<file path="config.mk">
export PLATFORM = sky130hd
export DESIGN_NAME = mc_bus_ctrl
export DESIGN_NICKNAME = d
export VERILOG_FILES = /design/src/rtl/mbc_pkg.sv /design/src/rtl/mbc_seq.sv /design/src/rtl/mbc_drive.sv /design/src/rtl/mbc_capture.sv /design/src/rtl/mc_bus_ctrl.sv
export SDC_FILE = /design/constraint.sdc
export NUM_CORES = 1
export LEC_CHECK = 0
export BUFFER_PORTS_ARGS = -buffer_cell sky130_fd_sc_hd__buf_4
export CAP_MARGIN = 15
export CELL_PAD_IN_SITES_DETAIL_PLACEMENT = 1
export CELL_PAD_IN_SITES_GLOBAL_PLACEMENT = 1
export CORE_UTILIZATION = 36
export DETAILED_ROUTE_END_ITERATION = 16
export PLACE_DENSITY_LB_ADDON = 0.1
export SETUP_SLACK_MARGIN = 0.05
export SYNTH_ARGS = -nofsm -noshare
export SYNTH_HDL_FRONTEND = slang
export SYNTH_SLANG_ARGS = --single-unit
</file>
<file path="constraint.sdc">
create_clock -name clk -period 2.6 [get_ports clk]
set_clock_uncertainty 0.2 [all_clocks]
set_input_delay 0.52 -clock clk [delete_from_list [all_inputs] [get_ports clk]]
set_output_delay 0.52 -clock clk [all_outputs]
set_load 0.1 [all_outputs]
</file>
<file path="src/rtl/mbc_pkg.sv">
package mbc_pkg;
    localparam int ADDR_W = 16;
    localparam int DATA_W = 8;
    localparam int HI_W   = ADDR_W - DATA_W;
    localparam int KIND_W = 3;

    typedef enum logic [KIND_W-1:0] {
        K_FETCH = 3'd0,
        K_MRD   = 3'd1,
        K_MWR   = 3'd2,
        K_IORD  = 3'd3,
        K_IOWR  = 3'd4,
        K_HALT  = 3'd5
    } kind_e;

    typedef enum logic [2:0] {
        P_RST, P_IDLE, P_T1, P_T2, P_TW, P_T3, P_HOLD
    } phase_e;

    typedef struct packed {
        logic [KIND_W-1:0] kind;
        logic [ADDR_W-1:0] addr;
        logic [DATA_W-1:0] wdata;
    } req_t;

    function automatic logic kind_reads(input logic [KIND_W-1:0] k);
        return (k == K_FETCH) || (k == K_MRD) || (k == K_IORD);
    endfunction

    function automatic logic kind_writes(input logic [KIND_W-1:0] k);
        return (k == K_MWR) || (k == K_IOWR);
    endfunction

    function automatic logic kind_io(input logic [KIND_W-1:0] k);
        return (k == K_IORD) || (k == K_IOWR);
    endfunction

    function automatic logic [1:0] kind_status(input logic [KIND_W-1:0] k);
        logic [1:0] s;
        case (k)
            K_FETCH:       s = 2'b11;
            K_MRD, K_IORD: s = 2'b10;
            K_MWR, K_IOWR: s = 2'b01;
            default:       s = 2'b00;
        endcase
        return s;
    endfunction
endpackage

</file>
<file path="src/rtl/mbc_seq.sv">
module mbc_seq
    import mbc_pkg::*;
(
    input  logic   clk,
    input  logic   rst,
    input  logic   req_valid,
    input  req_t   req,
    input  logic   ready,
    input  logic   hold,
    output phase_e phase,
    output req_t   cur,
    output logic   accept,
    output logic   cap_en
);
    phase_e nxt;
    logic   waits;

    assign waits  = kind_reads(cur.kind) || kind_writes(cur.kind);
    assign accept = ((phase == P_IDLE) || (phase == P_T3)) && req_valid && !hold && !rst;
    assign cap_en = (phase == P_T3) && kind_reads(cur.kind);

    always_comb begin
        nxt = phase;
        case (phase)
            P_RST:  nxt = P_IDLE;
            P_IDLE: if (hold) nxt = P_HOLD; else if (accept) nxt = P_T1;
            P_T1:   nxt = P_T2;
            P_T2:   nxt = (!waits || ready) ? P_T3 : P_TW;
            P_TW:   nxt = ready ? P_T3 : P_TW;
            P_T3:   if (hold) nxt = P_HOLD; else if (accept) nxt = P_T1; else nxt = P_IDLE;
            P_HOLD: nxt = hold ? P_HOLD : P_IDLE;
            default: nxt = P_IDLE;
        endcase
    end

    always_ff @(posedge clk) begin
        if (rst) begin
            phase     <= P_RST;
            cur.kind  <= K_HALT;
            cur.addr  <= '0;
            cur.wdata <= '0;
        end else begin
            phase <= nxt;
            if (accept) cur <= req;
        end
    end

    // a low ready in a wait phase keeps the cycle stretched
    a_r6_wait_stays: assert property (@(posedge clk) disable iff (rst)
        (phase == P_TW && !ready) |=> (phase == P_TW));
    // request in transfer phase starts the next address phase at once
    a_r11_back_to_back: assert property (@(posedge clk) disable iff (rst)
        (phase == P_T3 && req_valid && !hold) |=> (phase == P_T1));
    // grant is withdrawn one cycle after hold drops
    a_r8_release: assert property (@(posedge clk) disable iff (rst)
        (phase == P_HOLD && !hold) |=> (phase == P_IDLE));
    // hold never interrupts a cycle in its strobe phase
    a_r7_no_cut: assert property (@(posedge clk) disable iff (rst)
        (phase == P_T2 && hold) |=> (phase != P_HOLD));
endmodule

</file>
<file path="src/rtl/mbc_drive.sv">
module mbc_drive
    import mbc_pkg::*;
(
    input  logic              clk,
    input  logic              rst,
    input  phase_e            phase,
    input  req_t              cur,
    output logic [HI_W-1:0]   a_hi,
    output logic              a_hi_oe,
    output logic [DATA_W-1:0] ad_out,
    output logic              ad_oe,
    output logic              ale,
    output logic              rd_n,
    output logic              wr_n,
    output logic              io_m,
    output logic [1:0]        st,
    output logic              ctl_oe,
    output logic              hlda,
    output logic              rst_out
);
    logic bus_on;
    logic strobe_ph;

    assign bus_on    = (phase != P_RST) && (phase != P_HOLD);
    assign strobe_ph = (phase == P_T2) || (phase == P_TW) || (phase == P_T3);

    assign a_hi    = cur.addr[ADDR_W-1 -: HI_W];
    assign a_hi_oe = bus_on;
    assign ctl_oe  = bus_on;
    assign ale     = (phase == P_T1);
    assign ad_oe   = (phase == P_T1) || (strobe_ph && kind_writes(cur.kind));
    assign ad_out  = (phase == P_T1) ? cur.addr[DATA_W-1:0] : cur.wdata;
    assign rd_n    = !(strobe_ph && kind_reads(cur.kind));
    assign wr_n    = !(strobe_ph && kind_writes(cur.kind));
    assign io_m    = bus_on && kind_io(cur.kind);
    assign st      = bus_on ? kind_status(cur.kind) : 2'b00;
    assign hlda    = (phase == P_HOLD);
    assign rst_out = (phase == P_RST);

    // strobes mutually exclusive
    a_r10_strobe_excl: assert property (@(posedge clk) disable iff (rst)
        !(!rd_n && !wr_n));
    // granted bus is fully floated
    a_r7_float: assert property (@(posedge clk) disable iff (rst)
        hlda |-> (!ad_oe && !ctl_oe && !a_hi_oe));
    // the latch strobe marks a driven address with idle strobes
    a_r2_ale_addr: assert property (@(posedge clk) disable iff (rst)
        ale |-> (ad_oe && rd_n && wr_n));
endmodule

</file>
<file path="src/rtl/mbc_capture.sv">
module mbc_capture
    import mbc_pkg::*;
(
    input  logic              clk,
    input  logic              rst,
    input  logic              cap_en,
    input  logic [DATA_W-1:0] ad_in,
    output logic [DATA_W-1:0] rd_data,
    output logic              rd_valid
);
    always_ff @(posedge clk) begin
        if (rst) begin
            rd_data  <= '0;
            rd_valid <= 1'b0;
        end else begin
            rd_valid <= cap_en;
            if (cap_en) rd_data <= ad_in;
        end
    end

    // the read pulse lasts one cycle
    a_r4_valid_pulse: assert property (@(posedge clk) disable iff (rst)
        rd_valid |=> !rd_valid);
endmodule

</file>
<file path="src/rtl/mc_bus_ctrl.sv">
module mc_bus_ctrl
    import mbc_pkg::*;
(
    input  logic              clk,
    input  logic              rst,
    input  logic              req_valid,
    input  logic [KIND_W-1:0] req_kind,
    input  logic [ADDR_W-1:0] req_addr,
    input  logic [DATA_W-1:0] req_wdata,
    input  logic              ready,
    input  logic              hold,
    input  logic [DATA_W-1:0] ad_in,
    output logic              req_accept,
    output logic [DATA_W-1:0] rd_data,
    output logic              rd_valid,
    output logic [HI_W-1:0]   a_hi,
    output logic              a_hi_oe,
    output logic [DATA_W-1:0] ad_out,
    output logic              ad_oe,
    output logic              ale,
    output logic              rd_n,
    output logic              wr_n,
    output logic              io_m,
    output logic [1:0]        st,
    output logic              ctl_oe,
    output logic              hlda,
    output logic              rst_out
);
    req_t   req;
    req_t   cur;
    phase_e phase;
    logic   cap_en;

    assign req.kind  = req_kind;
    assign req.addr  = req_addr;
    assign req.wdata = req_wdata;

    mbc_seq u_seq (
        .clk(clk), .rst(rst), .req_valid(req_valid), .req(req),
        .ready(ready), .hold(hold), .phase(phase), .cur(cur),
        .accept(req_accept), .cap_en(cap_en)
    );

    mbc_drive u_drive (
        .clk(clk), .rst(rst), .phase(phase), .cur(cur),
        .a_hi(a_hi), .a_hi_oe(a_hi_oe), .ad_out(ad_out), .ad_oe(ad_oe),
        .ale(ale), .rd_n(rd_n), .wr_n(wr_n), .io_m(io_m), .st(st),
        .ctl_oe(ctl_oe), .hlda(hlda), .rst_out(rst_out)
    );

    mbc_capture u_cap (
        .clk(clk), .rst(rst), .cap_en(cap_en), .ad_in(ad_in),
        .rd_data(rd_data), .rd_valid(rd_valid)
    );
endmodule

</file>
==> impl_metrics.ini <==
[cts]
hold_buffers = 0
cts_buffer_depth = 2
numClockSinks = 39
clk_pin_slew_ps = 80
cts_inserted_buffers = 5
cts_tree = built
postCtsSetupRepairBufs = 0
cts.htree.levels = 2
clk_latency_ps = 290
ctsRootBufferMaster = clkbuf_8

[pwr]
power_uw = 1960
p_per_area_nw_per_um2 = 794
ir_drop_uv = 343
p_leak_uw = 0.00107

[yosys]
netlist_instances = 214
synth_top_area_share_pct = 43.0
syn-num-nets = 254
synth.distinct_cells = 32
yosysSeqAreaShare_pct = 43.0
yosysWarnings = 0
ys_ff_latch = 39
synth.avg_cell_area_um2 = 8.49
synth_top_area_cell = dfxtp_1
netlist_area_um2 = 1820
synth_area_leaders = dfxtp_1 43%, nand2_1 11%, a21oi_1 7.4%

[routing]
wl_um = 4490
drt_pass1_iterations = 4
wl_per_cell_um = 13.0
ant_nets = 0
via_per_inst = 4.65
vias = 1608
drtIter0Drc = 57
drc = 0

[floorplan]
dieArea_um2 = 5330
pin_count = 77
die_w_um = 73.0
coreArea_um2 = 4790
fp-row-count = 25
start_util_pct = 38.0
die_h_um = 73.0

[global_routing]
grt_use_total_pct = 17.5
grt_overflow = 0
grt_antenna_before_repair = 0
grt_start_max_net_pins = 40
grt_pass1_vias = 1526
grt_pass1_wl_um = 7020

[final_layout]
n_antenna_cell = 0
final_core_util_pct = 51.7
syn_to_final_growth_pct = 36.2
final_cell_area_um2 = 2470
layout-drive-gt1-share_pct = 41.6
final_nets = 318

[flow_run]
drv_cap = 0

[sta]
maxSlewViolCount = 0
finalSetupTns_ps = 0
post-route-period-util_pct = 92.9
fin_crit_ps = 2410
rsz0062_at_grt = no
hold_violations = 0
setup_viol = 0
max_freq_ghz = 0.414
tightestPinTransition_ps = 408
hold_slack_ps = 247
slew-limit-headroom_pct = 72.8

[hold_path]
hold_start = req_kind[2]
whs_path_depth = 3
holdPathEnd = u_seq.cur[26]
hold_class = input pin to flop

[critical_path]
cp-start-kind = flop
required_ps = 1880
r2r-end = u_cap.rd_data[3]
cp_max_fo = 9
cp-end-kind = output pin
path_class = flop to output pin
r2r_setup_slack_ps = 1010
reg2regPathDepth = 5
worstPathArrival_ps = 1690
r2r-start = u_seq.phase[0]

[placed_design]
portBuffers = 76
hpwl_um = 3180
globalplace.congestion = 0.676
place_area_um2 = 2340

[status]
status = complete, no violations
cell usage in the layout, fill, tap and decap left out, types with 3 or more instances in the layout:
cell type and instances:
buf_4 80, nor2b_1 3, nand2_1 55, inv_1 4
a21oi_1 27, clkbuf_8 6, a21oi_2 3, mux2i_1 8
nor2_1 13, mux2_2 8, dfxtp_1 36
repair_timing:
| item | 4_1_cts | 5_1_grt |
|---|---|---|
| gates resized for setup | 2 | 4 |
| endpoints found under the hold margin | 0 | 0 |
| gates cloned | 0 | 0 |
| endpoints found under the setup margin | 10 | 9 |
where the power goes:
part / leakage (µW) / internal [µW] / total (µW) / switching, µW
Combinational: 0.000688 / 211 / 744 / 533
Clock: 0.0000612 / 311 / 529 / 218
Sequential: 0.000317 / 638 / 691 / 54.0
synth_stat cells:
cell type,instances
o21a_1,2
mux2i_1,8
nand3b_1,2
mux2_2,8
nor3_1,3
a211oi_2,1
nor2b_1,4
buf_12,2
buf_4,12
o32a_2,1
inv_1,4
xnor2_1,1
o21ai_0,2
clkbuf_1,7
a211oi_1,1
buf_6,3
dfxtp_1,39
and3_1,2
a21oi_1,27
nor3_2,1
nand3b_4,1
a31oi_1,2
and2b_1,1
nor2_1,14
a21oi_2,3
buf_2,1
or3_4,1
nor2_2,1
nand2_1,55
nand2b_1,3
o22ai_1,1
nand3_2,1
worst max path at each step:
stage	startpoint	to	depth (start not counted)
detailed placement	u_seq.phase[2]	ad_oe	5
finish	u_seq.phase[1]	ad_oe	5
floorplan	u_seq.phase[1]	st[0]	4
global placement	u_seq.phase[2]	ad_oe	5
global route	u_seq.phase[1]	ad_out[1]	5
CTS	u_seq.phase[1]	ad_oe	5
cell type report:
| type | instances | area (µm²) |
|---|---|---|
| repair buffers | 82 | 623 |
| fillers | 574 | 2310 |
| multi-input cells | 146 | 848 |
| flip-flops and latches | 39 | 787 |
| clock inverters | 2 | 35.0 |
| well taps | 67 | 83.8 |
| inverters | 4 | 15.0 |
| clock buffers | 6 | 82.6 |
sequential cells by signal, indices dropped and copies added, names as in the netlist:
signal	count
u_seq.phase	3
u_seq.cur	27
u_cap.rd_valid	1
u_cap.rd_data	8
worst max-delay path, cell delays in order, from the launching register on:
cell	delay, ps
dfxtp_4	400
nor2b_1	220
a21oi_1	110
or3_4	390
nand2b_2	80
buf_6	220
metrics by stage:
step / setup slack [ps] / cells
global route: 64.6 / 346
global placement: 341 / 338
detailed placement: 315 / 338
finish: 186 / 346
CTS: 75.9 / 346
floorplan: -130 / 214
metal layers:
layer / vias up / global-route usage, % / routed length [µm]
met1: 735 / 21.0 / 2010
met5: - / 0 / 0
met2: 46 / 28.5 / 2130
met3: 7 / 5.52 / 274
li1: 820 / - / -
met4: 0 / 7.84 / 72
cell families (layout without fill, tap and decap cells):
logic type,after synthesis,after routing,synth area share [%]
AOI/OAI and AO/OA,40,40,13.0
muxes,16,16,9.37
DFF,39,39,43.0
xor gates and xnor gates,1,1,0.482
and+or+nand+nor,89,89,22.6
buffers and inverters,29,94,11.6
(Power assumes the default switching activity.)
